**src/rtl/baud_pkg.sv**
```systemverilog
`timescale 1ns/1ps
package baud_pkg;
  localparam int unsigned CODE_W = 5;
  localparam int unsigned DIV_W  = 8;
  localparam int unsigned OVS    = 16;
  // accumulator must hold 2P_max + 1 = 33
  localparam int unsigned ACC_W  = CODE_W + 1;

  typedef logic [CODE_W-1:0] code_t;
  typedef logic [DIV_W-1:0]  div_t;

  typedef struct packed {
    code_t code;
    div_t  div;
  } cfg_t;
endpackage

```
**src/rtl/baud_presc.sv**
```systemverilog
`timescale 1ns/1ps
module baud_presc #(
  parameter int unsigned CODE_W = 5,
  localparam int unsigned ACC_W = CODE_W + 1
) (
  input  logic              clk_i,
  input  logic              rst_ni,
  input  logic              clr_i,
  input  logic              run_i,
  input  logic [CODE_W-1:0] code_i,
  output logic              ptick_o,
  output logic [ACC_W-1:0]  acc_o
);
  logic [ACC_W-1:0] acc_q;
  logic [ACC_W-1:0] sum;
  logic [ACC_W-1:0] thr;

  // threshold is 2P = code + 1
  assign thr     = ACC_W'(code_i) + ACC_W'(1);
  assign sum     = acc_q + ACC_W'(2);
  assign ptick_o = run_i && (sum >= thr);
  assign acc_o   = acc_q;

  always_ff @(posedge clk_i or negedge rst_ni) begin
    if (!rst_ni)      acc_q <= '0;
    else if (clr_i)   acc_q <= '0;
    else if (run_i)   acc_q <= (sum >= thr) ? sum - thr : sum;
  end
endmodule

```
**src/rtl/baud_ndiv.sv**
```systemverilog
`timescale 1ns/1ps
module baud_ndiv #(
  parameter int unsigned DIV_W = 8
) (
  input  logic             clk_i,
  input  logic             rst_ni,
  input  logic             clr_i,
  input  logic             tick_i,
  input  logic [DIV_W-1:0] div_i,
  output logic             tick_o,
  output logic [DIV_W-1:0] cnt_o
);
  logic [DIV_W-1:0] cnt_q;
  logic             wrap;

  assign wrap   = (cnt_q == div_i);
  assign tick_o = tick_i && wrap;
  assign cnt_o  = cnt_q;

  always_ff @(posedge clk_i or negedge rst_ni) begin
    if (!rst_ni)      cnt_q <= '0;
    else if (clr_i)   cnt_q <= '0;
    else if (tick_i)  cnt_q <= wrap ? '0 : cnt_q + DIV_W'(1);
  end
endmodule

```
**src/rtl/baud_bitdiv.sv**
```systemverilog
`timescale 1ns/1ps
module baud_bitdiv #(
  parameter int unsigned OVS = 16,
  localparam int unsigned CW = (OVS > 1) ? $clog2(OVS) : 1
) (
  input  logic clk_i,
  input  logic rst_ni,
  input  logic clr_i,
  input  logic tick_i,
  output logic bit_o
);
  logic [CW-1:0] cnt_q;
  logic          last;

  assign last  = (cnt_q == CW'(OVS - 1));
  assign bit_o = tick_i && last;

  always_ff @(posedge clk_i or negedge rst_ni) begin
    if (!rst_ni)      cnt_q <= '0;
    else if (clr_i)   cnt_q <= '0;
    else if (tick_i)  cnt_q <= last ? '0 : cnt_q + CW'(1);
  end
endmodule

```
**src/rtl/baud_gen.sv**
```systemverilog
`timescale 1ns/1ps
module baud_gen
  import baud_pkg::*;
(
  input  logic              clk_i,
  input  logic              rst_ni,
  input  logic              en_i,
  input  logic [CODE_W-1:0] presc_i,
  input  logic [DIV_W-1:0]  div_i,
  output logic              tick_o,
  output logic              bit_o
);
  cfg_t             act_q;
  logic             run;
  logic             ptick;
  logic             otick;
  logic             bstb;
  logic             cfg_diff;
  logic             reload;
  logic [ACC_W-1:0] acc;
  logic [DIV_W-1:0] cnt;

  assign run      = en_i && (act_q.code != '0);
  assign cfg_diff = (presc_i != act_q.code) || (div_i != act_q.div);
  // idle paths load immediately; running path waits for a tick boundary
  assign reload   = !en_i || (act_q.code == '0) || (otick && cfg_diff);

  baud_presc #(.CODE_W(CODE_W)) u_presc (
    .clk_i   (clk_i),
    .rst_ni  (rst_ni),
    .clr_i   (reload),
    .run_i   (run),
    .code_i  (act_q.code),
    .ptick_o (ptick),
    .acc_o   (acc)
  );

  baud_ndiv #(.DIV_W(DIV_W)) u_ndiv (
    .clk_i  (clk_i),
    .rst_ni (rst_ni),
    .clr_i  (reload),
    .tick_i (ptick),
    .div_i  (act_q.div),
    .tick_o (otick),
    .cnt_o  (cnt)
  );

  baud_bitdiv #(.OVS(OVS)) u_bit (
    .clk_i  (clk_i),
    .rst_ni (rst_ni),
    .clr_i  (reload),
    .tick_i (otick),
    .bit_o  (bstb)
  );

  always_ff @(posedge clk_i or negedge rst_ni) begin
    if (!rst_ni) begin
      act_q  <= '0;
      tick_o <= 1'b0;
      bit_o  <= 1'b0;
    end else begin
      tick_o <= otick;
      bit_o  <= bstb;
      if (reload) begin
        act_q.code <= presc_i;
        act_q.div  <= div_i;
      end
    end
  end
endmodule

```
**config.mk**
```make
export PLATFORM = sky130hd
export DESIGN_NAME = baud_gen
export DESIGN_NICKNAME = d
export VERILOG_FILES = /design/src/rtl/baud_pkg.sv /design/src/rtl/baud_presc.sv /design/src/rtl/baud_ndiv.sv /design/src/rtl/baud_bitdiv.sv /design/src/rtl/baud_gen.sv
export SDC_FILE = /design/constraint.sdc
export NUM_CORES = 1
export LEC_CHECK = 0
export BUFFER_PORTS_ARGS = -buffer_cell sky130_fd_sc_hd__buf_2
export CAP_MARGIN = 30
export CORE_MARGIN = 10
export CORE_UTILIZATION = 40
export CTS_CLUSTER_DIAMETER = 200
export DETAILED_ROUTE_END_ITERATION = 7
export GPL_TIMING_DRIVEN = 0
export PLACE_DENSITY_LB_ADDON = 0.05
export SKIP_CTS_REPAIR_TIMING = 1
export SLEW_MARGIN = 30
export SYNTH_ARGS = -nofsm -noshare
export SYNTH_HDL_FRONTEND = slang
export SYNTH_SLANG_ARGS = --single-unit
```
**constraint.sdc**
```tcl
create_clock -name clk_i -period 5.6 [get_ports clk_i]
set_input_delay 1.12 -clock clk_i [delete_from_list [all_inputs] [get_ports clk_i]]
set_output_delay 1.12 -clock clk_i [all_outputs]
set_load 0.02 [all_outputs]
```
### Yosys cells after proc, flatten, opt, wreduce, memory -nomap -nowiden

Cells that the tools add are included.

* add/sub/neg operators: 5
* multipliers: 0
* divide/modulo/power cells: 0
* $lt $le $gt $ge: 1
* eq/ne operators: 4
* shift-type cells: 0
* mux-type cells: 9
* bitwise gates (word level): 0
* reductions and logical operators: 14

Operators by type and width (number)
* two-way mux 8 bit: 3
* two-way mux 6 bit: 3
* two-way mux 4 bit: 3
* adder 8 x 1 -> 8 bit (second input constant): 1
* equality test 8 bit: 1
* inequality test 8 bit: 1
* adder 5 x 1 -> 6 bit (second input constant): 1
* adder 6 x 2 -> 6 bit (second input constant): 1
* >= comparator 6 bit: 1
* nonzero test 2 bit: 3
* subtractor 6 bit: 1
* logical AND 1 bit: 5
* logical NOT 5 bit: 1
* inequality test 5 bit: 1
* nonzero test 5 bit: 1
* adder 4 x 1 -> 4 bit (second input constant): 1
* equality test 4 bit (second input constant): 1
* logical OR 1 bit: 3
* logical NOT 1 bit: 1

* register bits: 33
* bits in latches: 0
* memory bits (writable): 0
* memory bits (read-only): 0
* input bits: 16
* output and inout port bits: 2
* logic and storage cells: 40
* memories kept: 0

### Logic depth before layout (Yosys ltp)

Gate-level depths: netlist of run 1.

* depth in word-level cells: 7
* mapped depth: 10
* depth with buffers taken out: 9

### Cells and area by module

From an unflattened synthesis of run 1, not the netlist that was laid out.

* cell total of the unflattened synthesis: 215
* area total of the unflattened synthesis: 2228.4 um^2

Modules (own cells, without submodules)
* baud_gen: times used 1, cells each 51, area each 754.5 um^2, sequential area each 375.4 um^2
* baud_presc: times used 1, cells each 84, area each 738.2 um^2, sequential area each 150.1 um^2
* baud_ndiv: times used 1, cells each 58, area each 530.5 um^2, sequential area each 200.2 um^2
* baud_bitdiv: times used 1, cells each 22, area each 205.2 um^2, sequential area each 100.1 um^2

### Worst setup path after synthesis of run 1

No wires, ideal clock.

* path type: reg2reg
* start point: register act_q[8] in the netlist's numbering
* end point: register act_q[0] in the netlist's numbering
* setup time: 0.125 ns
* arrival time: 2.542 ns
* required time: 5.475 ns
* slack: 2.933 ns
* cell stages (with the launch flop): 10
* buffers on the path: 1
* clock period less this slack: 2.667 ns
* cell sequence: dfrtp_1 inv_1 ha_1 fa_1 a21boi_0 o221ai_2 a31oi_4 a21oi_4 buf_6 mux2_4

* longest elaborated chain between the ends: 6
* elaborated cells between the ends (all ways): 12
* those cells by class: add/sub (1); order compare (1); eq/ne (1); reduce/logical (9)

Ends and longest elaborated chain
* from (decl): RTL line baud_gen.sv:13 `cfg_t act_q;`
* adder 5 x 1 -> 6 bit or nonzero test 5 bit (tied branches): RTL line baud_presc.sv:19, baud_gen.sv:23
* >= comparator 6 bit or logical AND 1 bit (tied branches): RTL line baud_presc.sv:21, baud_gen.sv:23
* logical AND 1 bit: RTL line baud_presc.sv:21 `assign ptick_o = run_i && (sum >= thr);`
* logical AND 1 bit: RTL line baud_ndiv.sv:17 `assign tick_o = tick_i && wrap;`
* logical AND 1 bit: RTL line baud_gen.sv:26 `assign reload = !en_i || (act_q.code == '0) || (otick && cfg_diff);`
* logical OR 1 bit *: RTL line baud_gen.sv:26

Mark *: on every way between the ends. The rest lies on a longest branch, timed or not.
A chain may end at the register's enable or synchronous reset.

### Final worst setup path of run 1

* start point: register act_q[8] in the netlist's numbering
* end point: register act_q[9] in the netlist's numbering

Same word-level chain as after synthesis.

==> results of run 1 <==
## final cells by class
class                   instances  area, µm²  share of cell area
plain buffers                   4      25.02             0.01023
clock inverters                 1      30.03             0.01228
inverters                      11      41.29             0.01688
clock buffers                   7      86.33             0.03529
flip-flops and latches         33      825.8              0.3376
multi-input cells             155       1265              0.5171
repair buffers                 17      85.08             0.03478
well taps                      70      87.58             0.03581
## placed cells by master (no fill, tap or decap), types with 4 or more instances in the layout
| master | count |
|---|---|
| nand3_1 | 8 |
| inv_1 | 11 |
| and3_1 | 5 |
| o21ai_0 | 14 |
| clkbuf_8 | 6 |
| mux2_4 | 10 |
| xor2_1 | 17 |
| a21oi_1 | 11 |
| nor2_1 | 6 |
| nand2_1 | 14 |
| buf_2 | 19 |
| dfrtp_1 | 33 |
| ha_1 | 11 |
| xnor2_1 | 14 |
| nand2b_1 | 4 |
## final timing paths
kind	slack [ns]	cells after the start	end	start
setup reg to reg	2.58	9	act_q[9]$_DFFE_PN0P_	act_q[8]$_DFFE_PN0P_
setup / recovery	2.58	9	act_q[9]$_DFFE_PN0P_	act_q[8]$_DFFE_PN0P_
min in group asynchronous	0.91	1	u_ndiv.cnt_o[3]$_DFFE_PN0P_	rst_ni
hold reg to reg	0.52	2	u_bit.cnt_q[1]$_DFFE_PN0P_	u_bit.cnt_q[1]$_DFFE_PN0P_
max in group asynchronous	4.20	1	act_q[5]$_DFFE_PN0P_	rst_ni
hold / removal	0.52	2	u_bit.cnt_q[1]$_DFFE_PN0P_	u_bit.cnt_q[1]$_DFFE_PN0P_
## cells by family (layout without fill, tap and decap cells)
kind of cell | after synthesis | in the layout
XOR/XNOR | 31 | 31
flip-flops | 33 | 33
AO/OA/AOI/OAI | 44 | 44
multiplexers | 14 | 14
adder cells (fa/ha/maj) | 12 | 12
AND/OR/NAND/NOR | 54 | 54
buffers and inverters | 15 | 40
## flip-flops by register name, summed over array words and instances (netlist names)
signal and cells:
u_ndiv.cnt_o 8, bit_o 1, u_bit.cnt_q 4, tick_o 1, act_q 13, u_presc.acc_o 6
## cell usage after synthesis, types with 3 or more instances
cell	instances
xor2_1	17
inv_1	11
nand2b_1	4
a21oi_1	11
dfrtp_1	33
nand4_1	3
nand3_1	8
and3_1	5
nor2_1	6
ha_1	11
xnor2_1	14
nand2_1	14
mux2_4	10
o21ai_0	14
## per-layer routing
layer,global-route usage,share of wire,vias up
li1,-,-,772
met1,0.1401,0.48,774
met2,0.1827,0.47,28
met3,0.02958,0.036,6
met4,0.03085,0.0083,0
met5,0,0,-
## report_power, final
part	total (W)	internal (W)	switching, W	leakage [nW]
clock network	0.000234	0.000145	0.0000893	0.0585
registers	0.000307	0.000270	0.0000368	0.426
logic	0.000382	0.000166	0.000216	0.603
## worst max-delay path, delay by kind of cell, from the launching register on
| kind | cells | cell delay [ns] |
|---|---|---|
| flops | 1 | 0.46 |
| mux | 1 | 0.31 |
| compound gates | 4 | 1.00 |
| buf+inv | 2 | 0.32 |
| fa+ha+maj | 2 | 0.81 |
## per-stage QoR
| step | total power [W] | instances | instance area [µm²] |
|---|---|---|---|
| 2_1_floorplan | 0.0006063 | 203 | 2157 |
| 3_3_place_gp | 0.0006823 | 290 | 2330 |
| 3_5_place_dp | 0.0006918 | 290 | 2330 |
| 4_1_cts | 0.0009295 | 298 | 2446 |
| 5_1_grt | 0.0009952 | 298 | 2446 |
| 6_report | 0.0009236 | 298 | 2446 |
==> qor.txt, run 1 <==
status - finished, final reports clean
# IOs - 18
Startpoint Class - register
RSZ-0062 raised after global routing - no
Top FF cell, synth - dfrtp_1
Worst path slowest cell - dfrtp_1
Die X - 93.44 µm
die area - 8730 µm²
clk_skew - 0.01034 ns
Critical Path, Cell by Cell - inv_1, ha_1, fa_1, a21boi_0, o221ai_2, a31oi_4, a21oi_4, buf_6, mux2_4
CP Max Fanout - 10
synthesized area per cell - 10.63 µm²
die span in y - 93.44 µm
HPWL after DPL - 3495 µm
wire per inst - 15.38 µm
Final Util - 0.4729
Worst Path Arrival - 3.19 ns
initial antenna violation count - 0
critical path type - register to register
CTS sink count - 33
maximum VDD drop - 0.1471 mV
Critical Path Sink Type - register
final wirelength - 4582 µm
final period demand of the worst path - 3.020 ns
initial core utilization - 0.4170
YS warnings - 0
Worst-Margin Slew - 0.7658 ns
Overflow after GRT - 0
largest family of logic cells by synthesized area - compound AO/OA/AOI/OAI gates
clk slew on worst S/H paths - 0.07 ns
simple-gate share of the synthesized area - 0.1456
Final GP Congestion - 0.8324
# DRC - 0
Vias/cell - 5.302
total vias in the final route - 1580
Final Hold Viols - 0
Slew Limit Headroom - 0.4894
fin crit share - 0.5392
ys async rst share - 1.000
leakage - 1.088 nW
FP Rows - 26
TritonRoute pass-1 iters - 4
post-synthesis instance total - 203
leading post-synthesis cells by cell area - dfrtp_1, mux2_4, xor2_1, ha_1, xnor2_1
largest net degree at the start of global routing - 34
fraction of layout cells with a size suffix above 1 - 0.2105
max frequency - 331.2 MHz
H-tree lvl count - 2
Synth top area share - 0.3828
EDFF count, synth - 0
Setup-failing EPs final - 0
first-pass GRT wire length - 7893 µm
Synth Area in XOR/XNOR - 0.1259
Synth Area in Compound Gates - 0.1520
worst slack, placed - 2.586 ns
max-slew violations - 0
maxcap violations - 0
clock buffer count from CTS - 5
synthesized area - 2157 µm²
CTS tree - done
worst skew pair latency - 0.28 ns
root buffer cell - clkbuf_8
1st-iter DRT viols - 137
worst setup slack after layout - 2.580 ns
synthesis-stage register bit count - 33
Antenna Nets Post-Route - 0
Hold Worst Slack - 0.5173 ns
Clock Path Buffers - 2
Critical Path Max Stage Delay - 0.46 ns
power per cell area - 377.6 nW/µm²
core area - 5172 µm²
Yosys top cell by area - dfrtp_1
Fillers - 491
data required time of the critical path - 5.77 ns
Nets - 255
GR Util All Layers - 0.1114
Hold Path Class - register to register
net count after synthesis - 231
Area Overhead vs Synth - 13.40%
library cells used by synthesis - 44
I/O Buffers - 17
mux cell area share after synthesis - 0.08991
sequential area share after synthesis - 0.3828
setup TNS - 0 ns
Adder-Cell Fraction of Synth Area - 0.07309
# diodes - 0
number of global-route vias before repair - 1653
No activity file was read; power rests on OpenSTA's default activity.
==> inputs of run 2 (changes only) <==
--- a/config.mk
+++ b/config.mk
@@ -5,6 +5,7 @@
 export SDC_FILE = /design/constraint.sdc
 export NUM_CORES = 1
 export LEC_CHECK = 0
+export ABC_AREA = 1
 export BUFFER_PORTS_ARGS = -buffer_cell sky130_fd_sc_hd__buf_2
 export CAP_MARGIN = 30
 export CORE_MARGIN = 10
==> constraint.sdc (replaced) <==
create_clock -name clk_i -period 2.6 [get_ports clk_i]
set_input_delay 0.52 -clock clk_i [delete_from_list [all_inputs] [get_ports clk_i]]
set_output_delay 0.52 -clock clk_i [all_outputs]
set_load 0.02 [all_outputs]
==> qor.txt, run 2 <==
status - finished, final reports clean
most common cell in the synthesized netlist - nand2_1
max-slew violations - 0
max frequency - 420.4 MHz
Startpoint Class - register
sw frac - 0.4324
critical path type - register to register
Slew Limit Headroom - 0.4714
ys async rst share - 1.000
net count after synthesis - 354
fin crit share - 0.9149
Die X - 97.36 µm
TritonRoute pass-1 iters - 4
first-pass GRT wire length - 9197 µm
library cells used by synthesis - 23
sequential area share after synthesis - 0.3450
EDFF count, synth - 0
# DRC - 0
Top reg by flops - act_q
Synth top area share - 0.3450
reg-to-reg startpoint - u_presc.acc_o[1]$_DFFE_PN0P_
Seq pwr share - 0.299
Nets - 383
YS warnings - 0
clock power share - 0.178
core area - 5851 µm²
synthesized area per cell - 7.342 µm²
Clock Path Buffers - 2
cell repeated most along the worst path - nand2_1
root buffer cell - clkbuf_8
GR Util All Layers - 0.1162
Pint - 0.001265 W
HPWL after DPL - 4098 µm
H-tree lvl count - 2
initial antenna violation count - 0
total vias in the final route - 1985
synthesized area - 2394 µm²
Vias/cell - 4.616
maximum VDD drop - 0.4220 mV
leakage - 1.423 nW
I/O Buffers - 17
maxcap violations - 0
worst setup slack after layout - 0.2214 ns
Buf+Inv Stages, Crit Path - 1
register area - 827.0 µm²
initial core utilization - 0.4091
Worst Reg-to-Reg Cells - 15
Overflow after GRT - 0
Final GP Congestion - 0.7972
clock buffer count from CTS - 5
Logic pwr share - 0.523
Worst Path Arrival - 2.55 ns
Worst path slowest cell - dfrtp_2
# IOs - 18
final wirelength - 5562 µm
Antenna Nets Post-Route - 0
FP Rows - 28
data required time of the critical path - 2.77 ns
Yosys top cell by area - dfrtp_1
final period demand of the worst path - 2.379 ns
wire per inst - 12.93 µm
most frequent cells in the layout - nand2_1, inv_1, dfrtp_1
Hold Worst Slack - 0.3188 ns
Commonest cells post-synth - nand2_1, inv_1, dfrtp_1, nand3_1, nor2_1
RSZ-0062 raised after global routing - no
CP Max Fanout - 10
# diodes - 0
Hold Path Class - input pin to async pin
die span in y - 97.36 µm
clk slew on worst S/H paths - 0.07 ns
fraction of layout cells with a size suffix above 1 - 0.1493
Critical Path Sink Type - register
Top FF cell, synth - dfrtp_1
clk_skew - 0.007308 ns
Critical Path, Cell by Cell - ha_1, nand2_1, nor2_1, xor2_1, ha_1, nand2_1, nor2_1, nand2_1, nand3_4, nand3_2, nand2_4, nand2_4, buf_6, nand2_1, nand2_1
Critical Path Max Stage Delay - 0.42 ns
worst skew pair latency - 0.28 ns
area occupied by multi-input gates - 1376 µm²
Psw - 0.0009637 W
CTS sink count - 33
power per cell area - 815.5 nW/µm²
Setup-failing EPs final - 0
CTS tree - done
most common cell after layout, fill and taps aside - nand2_1
synthesis-stage register bit count - 33
Worst-Margin Slew - 0.7929 ns
max reg flops - 13
Final Hold Viols - 0
leading post-synthesis cells by cell area - dfrtp_1, nand2_1, inv_1, xnor2_1, nand3_1
largest net degree at the start of global routing - 34
R2R Setup Slk - 0.22 ns
Fillers - 603
worst slack, placed - -0.08335 ns
die area - 9478 µm²
number of global-route vias before repair - 1910
Area Overhead vs Synth - 14.17%
reg-to-reg endpoint - act_q[11]$_DFFE_PN0P_
1st-iter DRT viols - 70
delay-heaviest family, CP - simple AND/OR/NAND/NOR gates
post-synthesis instance total - 326
-- run 2: power groups by stage --
stage / sequential [W] / clock [W] / combinational, W
after floorplan: 0.000660 / 0 / 0.000827
after global placement: 0.000677 / 0 / 0.00107
final: 0.000665 / 0.000397 / 0.00117
after CTS: 0.000670 / 0.000409 / 0.00108
after global routing: 0.000677 / 0.000435 / 0.00133
after detailed placement: 0.000679 / 0 / 0.00107
-- run 2: final cells by class --
cell class / count / area share
repair buffers: 21 / 0.04212
plain buffers: 8 / 0.03068
well taps: 75 / 0.03434
inverters: 40 / 0.05495
clock buffers: 7 / 0.03159
multi-input cells: 246 / 0.5037
flip-flops and latches: 33 / 0.3027
-- run 2: cells by family after synthesis --
group / after synthesis / share of synthesized area
AOI/OAI and AO/OA: 23 / 0.05332
and+or+nand+nor: 177 / 0.3173
buffers and inverters: 48 / 0.09775
adders and majority gates: 12 / 0.06586
xor gates and xnor gates: 33 / 0.1207
DFF: 33 / 0.3450
-- run 2: worst reg2reg max path: cells and delay by family, from the launching register on --
family | cells | cell delay, ns
xor+xnor | 1 | 0.15
fa+ha+maj | 2 | 0.58
buf+inv | 1 | 0.15
flops | 1 | 0.42
simple gates | 11 | 0.96
-- run 2: worst max-delay path by stage --
stage | from | slack (ns) | to | cells after the start
2_1_floorplan | u_presc.acc_o[1]$_DFFE_PN0P_ | 0.42 | act_q[9]$_DFFE_PN0P_ | 15
3_3_place_gp | u_presc.acc_o[1]$_DFFE_PN0P_ | -0.06 | u_ndiv.cnt_o[0]$_DFFE_PN0P_ | 11
3_5_place_dp | u_presc.acc_o[1]$_DFFE_PN0P_ | -0.08 | u_ndiv.cnt_o[1]$_DFFE_PN0P_ | 11
4_1_cts | u_presc.acc_o[1]$_DFFE_PN0P_ | -0.12 | u_ndiv.cnt_o[1]$_DFFE_PN0P_ | 11
5_1_grt | u_presc.acc_o[1]$_DFFE_PN0P_ | 0.002 | u_ndiv.cnt_o[1]$_DFFE_PN0P_ | 13
6_report | u_presc.acc_o[1]$_DFFE_PN0P_ | 0.22 | act_q[11]$_DFFE_PN0P_ | 15
-- run 2: metal layers --
| layer | global-route usage | up-vias | part of all wire |
|---|---|---|---|
| li1 | - | 1068 | - |
| met1 | 0.1548 | 890 | 0.50 |
| met2 | 0.1847 | 20 | 0.47 |
| met3 | 0.02489 | 7 | 0.022 |
| met4 | 0.03020 | 0 | 0.013 |
| met5 | 0 | - | 0 |
-- run 2: stage by stage --
stage	power, W	instance area, µm²	utilization	std cells	TNS (ns)
4_1_cts	0.002155	2659	0.4544	425	-0.9759
3_3_place_gp	0.001744	2572	0.4397	418	-0.4260
3_5_place_dp	0.001748	2572	0.4397	418	-0.6092
5_1_grt	0.002443	2733	0.4671	430	0
6_report	0.002229	2733	0.4671	430	0
2_1_floorplan	0.001487	2394	-	326	0
==> inputs of run 3 (changes only) <==
--- a/config.mk
+++ b/config.mk
@@ -8,6 +8,7 @@
 export ABC_AREA = 1
 export BUFFER_PORTS_ARGS = -buffer_cell sky130_fd_sc_hd__buf_2
 export CAP_MARGIN = 30
+export CORE_ASPECT_RATIO = 1.4
 export CORE_MARGIN = 10
 export CORE_UTILIZATION = 40
 export CTS_CLUSTER_DIAMETER = 200
==> qor.txt, run 3 (synthesis gave the netlist of run 2 again) <==
Critical Path Max Stage Delay - 0.42 ns
HPWL after DPL - 4150 µm
most common cell after layout, fill and taps aside - nand2_1
1st-iter DRT viols - 41
core area - 5822 µm²
leakage - 1.413 nW
R2R Setup Slk - 0.19 ns
Final GP Congestion - 0.7757
max reg flops - 13
largest net degree at the start of global routing - 34
die span in y - 111.5 µm
Seq pwr share - 0.300
Top reg by flops - act_q
Final Util - 0.4655
final wirelength - 5587 µm
Nets - 381
fin crit share - 0.9269
number of global-route vias before repair - 1985
clk slew on worst S/H paths - 0.06 ns
CTS tree - done
initial antenna violation count - 0
Worst Reg-to-Reg Cells - 15
Clock Path Buffers - 2
status - finished, final reports clean
critical path type - register to register
Worst Path Arrival - 2.58 ns
cell repeated most along the worst path - nand2_1
reg-to-reg endpoint - act_q[11]$_DFFE_PN0P_
clk_skew - 0.005985 ns
Area Overhead vs Synth - 13.23%
Slew Limit Headroom - 0.4692
GR Util All Layers - 0.1207
worst skew pair latency - 0.29 ns
FP Rows - 33
CP Max Fanout - 10
worst setup slack after layout - 0.1899 ns
data required time of the critical path - 2.77 ns
Pint - 0.001265 W
Final Hold Viols - 0
total vias in the final route - 2014
die area - 9522 µm²
Fillers - 635
maximum VDD drop - 0.3558 mV
power per cell area - 818.8 nW/µm²
TritonRoute pass-1 iters - 4
Worst-Margin Slew - 0.7962 ns
# diodes - 0
wire per inst - 13.21 µm
Critical Path Sink Type - register
reg-to-reg startpoint - u_presc.acc_o[1]$_DFFE_PN0P_
worst slack, placed - -0.06812 ns
Critical Path, Cell by Cell - ha_1, nand2_1, nor2_1, xor2_1, ha_1, nand2_1, nor2_1, nand2_1, nand3_4, nand3_1, nand2_4, nand2_4, buf_6, nand2_1, nand2_1
clock buffer count from CTS - 5
RSZ-0062 raised after global routing - no
Setup-failing EPs final - 0
fraction of layout cells with a size suffix above 1 - 0.1445
Worst path slowest cell - dfrtp_2
maxcap violations - 0
max frequency - 414.9 MHz
Antenna Nets Post-Route - 0
Psw - 0.0009537 W
I/O Buffers - 17
max-slew violations - 0
Logic pwr share - 0.523
initial core utilization - 0.4111
Overflow after GRT - 0
sw frac - 0.4298
Vias/cell - 4.761
first-pass GRT wire length - 9411 µm
clock power share - 0.177
CTS sink count - 33
# DRC - 0
Startpoint Class - register
final period demand of the worst path - 2.410 ns
Die X - 85.38 µm
H-tree lvl count - 2
root buffer cell - clkbuf_8
# IOs - 18
Hold Path Class - input pin to async pin
most frequent cells in the layout - nand2_1, inv_1, dfrtp_1
-- run 3: cell types whose count changed in the layout (fill, tap and decap cells not counted), sizes merged --
cell    change
clkbuf      +1
buf         -3
-- run 3: final cells by class --
class	instances	area (µm²)	area share
flip-flops and latches	33	828.3	0.3056
multi-input cells	246	1371	0.5060
plain buffers	8	86.33	0.03186
clock buffers	7	86.33	0.03186
well taps	70	87.58	0.03232
inverters	40	150.1	0.05540
repair buffers	19	100.1	0.03693
-- run 3: worst max-delay path, delay by kind of cell, from the launching register on --
family / cells / cell delay [ns]
buffers and inverters: 1 / 0.16
flip-flops: 1 / 0.42
adder cells (fa/ha/maj): 2 / 0.58
AND/OR/NAND/NOR: 11 / 1.00
XOR/XNOR: 1 / 0.14
-- run 3: worst max path at each step --
stage	start	end	depth (start not counted)
floorplan	u_presc.acc_o[1]$_DFFE_PN0P_	act_q[9]$_DFFE_PN0P_	15
CTS	u_presc.acc_o[1]$_DFFE_PN0P_	u_ndiv.cnt_o[4]$_DFFE_PN0P_	11
detailed placement	u_presc.acc_o[1]$_DFFE_PN0P_	u_ndiv.cnt_o[4]$_DFFE_PN0P_	11
global route	u_presc.acc_o[1]$_DFFE_PN0P_	act_q[10]$_DFFE_PN0P_	15
finish	u_presc.acc_o[1]$_DFFE_PN0P_	act_q[11]$_DFFE_PN0P_	15
global placement	u_presc.acc_o[1]$_DFFE_PN0P_	u_ndiv.cnt_o[1]$_DFFE_PN0P_	11
-- run 3: layer usage --
layer	GRT usage	routed length [µm]	vias to the layer above
met4	0.03965	82	0
li1	-	-	1062
met2	0.2064	2877	20
met5	0	0	-
met3	0.02626	145	6
met1	0.1443	2481	926
-- run 3: power by group through the flow --
stage | Sequential, W | Clock (W) | Combinational (W)
floorplan | 0.000660 | 0 | 0.000827
global placement | 0.000676 | 0 | 0.00106
detailed placement | 0.000679 | 0 | 0.00107
CTS | 0.000669 | 0.000414 | 0.00108
global route | 0.000677 | 0.000429 | 0.00136
finish | 0.000666 | 0.000392 | 0.00116
-- run 3: stage by stage --
step | instance area, µm² | power, W | setup TNS, ns | std cells | hold slack, ns
after floorplan | 2394 | 0.001487 | 0 | 326 | 0.2244
after global placement | 2566 | 0.001741 | -0.3378 | 413 | 0.4657
after detailed placement | 2566 | 0.001746 | -0.4734 | 413 | 0.4752
after CTS | 2653 | 0.002160 | -0.6804 | 420 | 0.3440
after global routing | 2710 | 0.002463 | 0 | 423 | 0.3799
final | 2710 | 0.002219 | 0 | 423 | 0.3192
